File: src/rtl/blk_clamp_loop.sv
module blk_clamp_loop #(
  parameter int CODE_W = 10,
  parameter int TGT_W  = 8,
  parameter int CORR_W = 10,
  parameter int FRAC   = 4
) (
  input  logic              clk,
  input  logic              rst,
  input  logic [CODE_W-1:0] pix_code,
  input  logic              pix_valid,
  input  logic              blk_pulse,
  input  logic              blk_pol,
  input  logic [TGT_W-1:0]  target,
  input  logic              loop_en,
  output logic [CORR_W-1:0] corr
);
  localparam int AW = CORR_W + FRAC + 2;
  localparam int SW = AW + 2;
  localparam logic signed [SW-1:0] LIM_HI  = SW'((2 ** (CORR_W + FRAC)) - 1);
  localparam logic signed [SW-1:0] LIM_LO  = SW'(-(2 ** (CORR_W + FRAC)));
  localparam logic signed [SW-1:0] MID_S   = SW'(2 ** (CORR_W - 1));
  localparam logic signed [SW-1:0] REF_S   = SW'(2 ** (TGT_W - 1));
  localparam logic signed [SW-1:0] CMAX_S  = SW'((2 ** CORR_W) - 1);
  localparam logic [CORR_W-1:0]    MID_U   = CORR_W'(2 ** (CORR_W - 1));
  localparam logic [CORR_W-1:0]    CMAX_U  = CORR_W'((2 ** CORR_W) - 1);

  logic signed [AW-1:0] acc;
  logic signed [SW-1:0] code_q4, tgt_s, err, sum, acc_nxt, corr_raw;
  logic [CORR_W-1:0]    corr_sat;

  wire in_win = (blk_pulse == blk_pol);
  wire upd    = loop_en & pix_valid & in_win;

  assign code_q4 = $signed({{(SW - CODE_W - 2){1'b0}}, pix_code, 2'b00});
  assign tgt_s   = $signed({{(SW - TGT_W){1'b0}}, target});
  assign err     = code_q4 - tgt_s;
  assign sum     = SW'(acc) - err;

  always_comb begin
    if (!upd)              acc_nxt = SW'(acc);
    else if (sum > LIM_HI) acc_nxt = LIM_HI;
    else if (sum < LIM_LO) acc_nxt = LIM_LO;
    else                   acc_nxt = sum;
  end

  assign corr_raw = MID_S + (acc_nxt >>> FRAC) + tgt_s - REF_S;

  always_comb begin
    if (corr_raw < 0)           corr_sat = '0;
    else if (corr_raw > CMAX_S) corr_sat = CMAX_U;
    else                        corr_sat = corr_raw[CORR_W-1:0];
  end

  always_ff @(posedge clk) begin
    if (rst) begin
      acc  <= '0;
      corr <= MID_U;
    end else begin
      acc  <= acc_nxt[AW-1:0];
      corr <= corr_sat;
    end
  end
endmodule

File: config.mk
export PLATFORM = sky130hd
export DESIGN_NAME = blk_clamp_loop
export DESIGN_NICKNAME = d
export VERILOG_FILES = /design/src/rtl/blk_clamp_loop.sv
export SDC_FILE = /design/constraint.sdc
export NUM_CORES = 1
export LEC_CHECK = 0
export BUFFER_PORTS_ARGS = -buffer_cell sky130_fd_sc_hd__buf_2
export CELL_PAD_IN_SITES_DETAIL_PLACEMENT = 1
export CELL_PAD_IN_SITES_GLOBAL_PLACEMENT = 1
export CORE_UTILIZATION = 48
export CTS_CLUSTER_SIZE = 30
export DETAILED_ROUTE_END_ITERATION = 6
export GPL_TIMING_DRIVEN = 1
export PLACE_DENSITY_LB_ADDON = 0.12
export SETUP_SLACK_MARGIN = 0.05
export SYNTH_ARGS = -nofsm -noshare
export SYNTH_HDL_FRONTEND = slang
export SYNTH_SLANG_ARGS = --single-unit
File: constraint.sdc
create_clock -name clk -period 19 [get_ports clk]
set_input_delay 0.95 -clock clk [delete_from_list [all_inputs] [get_ports clk]]
set_output_delay 0.95 -clock clk [all_outputs]
set_load 0.05 [all_outputs]
# After elaboration in Yosys (flattened, before gate mapping)
# Cells that the tools add are included.
# classes
add_sub_neg	5
magnitude_cmp	4
eq_ne	1
muxes	5
n_bitwise	2
reduce_logical	1
# ops
cell	n
2-to-1 mux 18 bit	3
2-to-1 mux 10 bit	2
greater-than comparator 17 x 11 -> 1 bit, second input constant	1
greater-than comparator 17 x 15 -> 1 bit, second input constant	1
< comparator 17 x 1 -> 1 bit, second input constant	1
< comparator 17 x 15 -> 1 bit, second input constant	1
subtractor 16 x 13 -> 17 bit	1
subtractor 16 x 9 -> 17 bit, second input constant	1
adder 15 x 9 -> 16 bit	1
adder 11 x 14 -> 15 bit, first input constant	1
subtractor 12 x 8 -> 13 bit	1
AND 1 bit	2
OR reduction 2 bit	1
equality test 1 bit	1
# word_totals
register_bits	26
in_bits	24
output_inout_bits	10
word_cells	22

# Logic depth before layout (Yosys ltp)
# logic_depth
depth_word	12
mapped_depth	35
ltp_nobuf	33

# Least setup slack after synthesis
# Ideal clock, no wire load.
# synth_timing
path_kind	input-to-reg
start	in target[2]
end	reg corr[9]
setup_ps	133
arrival_ps	7507
t_required_ps	18867
path_slack_ps	11360
stages	31
path_buffers	1
path_cell_list	inv_1 > ha_1 > a21o_1 > a21oi_1 > o21bai_1 > a21oi_1 > o21ai_0 > a21oi_1 > or3b_2 > ha_1 > nand2_1 > a2111o_1 > nand4_1 > and2_1 > nand3_1 > ha_1 > clkbuf_1 > clkinv_1 > nand2_1 > a31oi_1 > ha_1 > ha_1 > fa_1 > a211oi_1 > o211a_1 > or4_1 > a21oi_2 > a211oi_4 > o2111ai_4 > a211oi_2 > a221oi_2
# synth_via
elab_chain_cells	12
word_cells_on_any_way	14
classes_between	add/sub: 5; order compare: 4; mux: 5
# synth_lines
element	line	source
start: declaration	13	input logic [TGT_W-1:0] target,
subtractor 12 x 8 -> 13 bit *	36	assign err = code_q4 - tgt_s;
subtractor 16 x 13 -> 17 bit *	37	assign sum = SW'(acc) - err;
< comparator 17 x 15 -> 1 bit	42	else if (sum < LIM_LO) acc_nxt = LIM_LO;
2-to-1 mux 18 bit	42	
2-to-1 mux 18 bit *	41	else if (sum > LIM_HI) acc_nxt = LIM_HI;
2-to-1 mux 18 bit *	40	if (!upd) acc_nxt = SW'(acc);
via acc_nxt[5]	28	logic signed [SW-1:0] code_q4, tgt_s, err, sum, acc_nxt, corr_raw;
adder 11 x 14 -> 15 bit *	46	assign corr_raw = MID_S + (acc_nxt >>> FRAC) + tgt_s - REF_S;
adder 15 x 9 -> 16 bit *	46	
subtractor 16 x 9 -> 17 bit *	46	
greater-than comparator 17 x 11 -> 1 bit	50	else if (corr_raw > CMAX_S) corr_sat = CMAX_U;
2-to-1 mux 10 bit	50	
2-to-1 mux 10 bit *	49	if (corr_raw < 0) corr_sat = '0;
end signal: assignment	60	corr <= corr_sat;
end: declaration	15	output logic [CORR_W-1:0] corr
# Mark *: on every way through the listed nets, which the timed path passes. The rest lies on a longest branch.
# A chain may end at the register's enable or synchronous reset.

# Worst setup path after layout
# Same ends and word-level chain as after synthesis.

==> results.md <==
* Status: complete, no violations
* Post-synth EDFFs at 0
* DR iter-0 viols at 218
* Min Clock Period, post-route at 8.46 ns
* Post-CTS Hold Buffers at 0
* Pwr/cell area at 90.8 nW/µm²
* Die ar. at 6530 µm²
* Clock tree root driver cell: clkbuf_8
* Commonest cells after routing, fill and taps aside: 44 x a21oi_1, 41 x ha_1, 37 x nor2_1
* Internal power at 152 µW
* Crit-path most repeated cell: ha_1
* Worst Clk Skew at 0.00656 ns
* Net count after synthesis at 451
* Core Area at 5960 µm²
* GRT met2 Usage at 0.503
* Gr ovfl total at 0
* Gr busiest metal: met2
* #FFs+latches synth at 26
* Asr flop ratio synth at 0
* Die H at 80.8 µm
* Peak VDD IR at 0.0554 mV
* Syn_area_per_cell at 7.76 µm²
* Setup_tns at 0 ns
* Drt total wl at 8740 µm
* Die width at 80.8 µm
* Slew @ Worst Pin at 0.529 ns
* Comb pwr share at 0.607
* Post-synthesis cell type count at 62
* Reg clk slew, reported paths at 0.11 ns
* Post-CTS setup buffer count at 0
* Main synth FF type: dfxtp_1
* Antenna Nets Post-Route at 0
* Final Setup Violations at 0
* CTS HTree Levels at 1
* Vias at 2947
* Flip-flop and latch area at 520 µm²
* Residual DRC at 0
* Antenna violations before repair at 0
* Commonest non-fill, non-tap cell in the layout: a21oi_1
* Worst relative slew slack at 0.646
* Port Buffers at 33
* ANT cells at 0
* Fmax at 0.118 GHz
* Clock power frac at 0.168
* Crit Path Class: in2reg
* Drt wl/cell at 18.1 µm
* Multi-input logic area at 2290 µm²
* # fillers at 781
* Setup crit end kind: flop
* Resized Gates After CTS at 0
* Leakage at 1.46 nW
* Largest net degree at the start of global routing at 38
* Register share of total power at 0.225
* Critical Path RT at 19.16 ns
* Met3 GRT Util at 0.0382
* Sequential share of the synthesized area at 0.175
* Clock Sinks at 26
* Warnings, synthesis at 0
* Clk_lat worst skew at 0.29 ns
* Total track usage at 0.286
* TritonCTS clock tree: done
* Psw at 143 µW
* CP max FO at 11
* Crit path DAT at 8.63 ns
* Area Overhead vs Synth at 9.11%
* GR Util met1 at 0.357
* Max-slew violations at 0
* Drt pass-1 iters at 4
* Global placer's final weighted congestion at 0.887
* Class of the worst hold path: reg2reg
* Post-Syn Area at 2980 µm²
* Post-Syn Instances at 384
* Std-Cell Rows at 28
* Delay of the slowest cell on the worst path at 0.54 ns
* Share of layout cells above drive strength 1 at 0.127
* Total CTS buffers at 3
* Fin crit share at 0.445
* Type of origin of the critical path: input pin
* Via density at 6.09
* R2R Setup Slk at 12.43 ns
* Setup repair after global routing missed its margin: no
* Max Root-Sink Buffers at 2
* Vias in the first global route at 3016
* First-pass GRT wire length at 14300 µm
* Starting density of the core at 0.500
* Switching share of power at 0.486
* Fin nets at 477
* Max stage delay cell, worst path: or3b_2
* IO Count at 34
* Final HPWL DP at 7200 µm
* Total of max-cap violations at 0
* Power Total at 295 µW
* Hold Violations, Final at 0
==> routing by layer <==
metal,wire length [µm],part of all wire
met3,200,0.023
met2,4200,0.48
met4,229,0.026
met1,4110,0.47
met5,0,0
==> cell families (layout without fill, tap and decap cells) <==
family,count (synthesis),count (layout),synth area share
buffers and inverters,40,65,0.0563
AO/OA/AOI/OAI,147,147,0.348
flip-flops,26,26,0.175
XOR/XNOR,23,23,0.0676
adder cells (fa/ha/maj),43,43,0.186
AND/OR/NAND/NOR,105,105,0.168
==> metrics by stage <==
step           worst slack (ns)  cell area [µm²]  utilization  hold WS [ns]  cells
6_report                  10.54             3250        0.546         0.544    484
5_1_grt                   10.05             3250        0.546         0.588    484
4_1_cts                   10.57             3250        0.546         0.546    484
3_5_place_dp              10.30             3180        0.534         0.524    480
3_3_place_gp              10.61             3180        0.534         0.504    480
2_1_floorplan             11.36             2980            -         0.481    384
==> critical path: cells and delay by family <==
kind	cells	cell delay (ns)
AO/OA/AOI/OAI	15	3.36
adder cells (fa/ha/maj)	6	2.21
AND/OR/NAND/NOR	8	1.60
buffers and inverters	3	0.48
==> synth_stat cells (all sizes together) (2+ instances only) <==
cell,instances,area share
a21oi,45,0.077
ha,41,0.17
nor2,37,0.047
dfxtp,26,0.17
inv,26,0.033
o21ai,24,0.043
nand2,23,0.029
a211oi,18,0.051
xnor2,16,0.047
nor3,10,0.017
clkbuf,8,0.011
o21a,8,0.020
xor2,7,0.021
a21o,6,0.015
a31oi,6,0.018
and2,6,0.013
o211ai,6,0.017
o21bai,6,0.015
and3,5,0.010
buf,5,0.011
a31o,4,0.012
nand2b,4,0.0084
nand3,4,0.0067
a21boi,3,0.0076
nand4,3,0.0063
nor2b,3,0.0063
o211a,3,0.010
o31ai,3,0.0076
fa,2,0.013
nor3b,2,0.0050
o22ai,2,0.0042
o31a,2,0.0059
or2,2,0.0042
==> final timing paths <==
kind | to | from | cells after the start
worst min register to register | acc[0]$_SDFFE_PP0P_ | acc[0]$_SDFFE_PP0P_ | 2
worst max register to register | corr[9]$_SDFF_PP1_ | acc[0]$_SDFFE_PP0P_ | 24
worst max-delay path | corr[9]$_SDFF_PP1_ | target[2] | 32
worst min-delay path | acc[0]$_SDFFE_PP0P_ | acc[0]$_SDFFE_PP0P_ | 2
==> flip-flops by register name, indices dropped and copies added (netlist names) <==
name / count
corr: 10
acc: 16
==> power by group through the flow <==
stage          logic [mW]  registers [mW]  clock network, mW
4_1_cts             0.178          0.0664             0.0493
3_3_place_gp        0.171          0.0672                  0
2_1_floorplan       0.117          0.0864                  0
6_report            0.179          0.0664             0.0495
3_5_place_dp        0.177          0.0676                  0
5_1_grt             0.197          0.0671             0.0513
==> cell type report <==
class	instances	share of cell area
Clock inverter	1	0.00924
Clock buffer	3	0.0127
Multi-Input combinational cell	318	0.705
Tap cell	75	0.0289
Sequential cell	26	0.160
Inverter	27	0.0312
Timing Repair Buffer	34	0.0531
No activity file was read; power rests on OpenSTA's default activity.
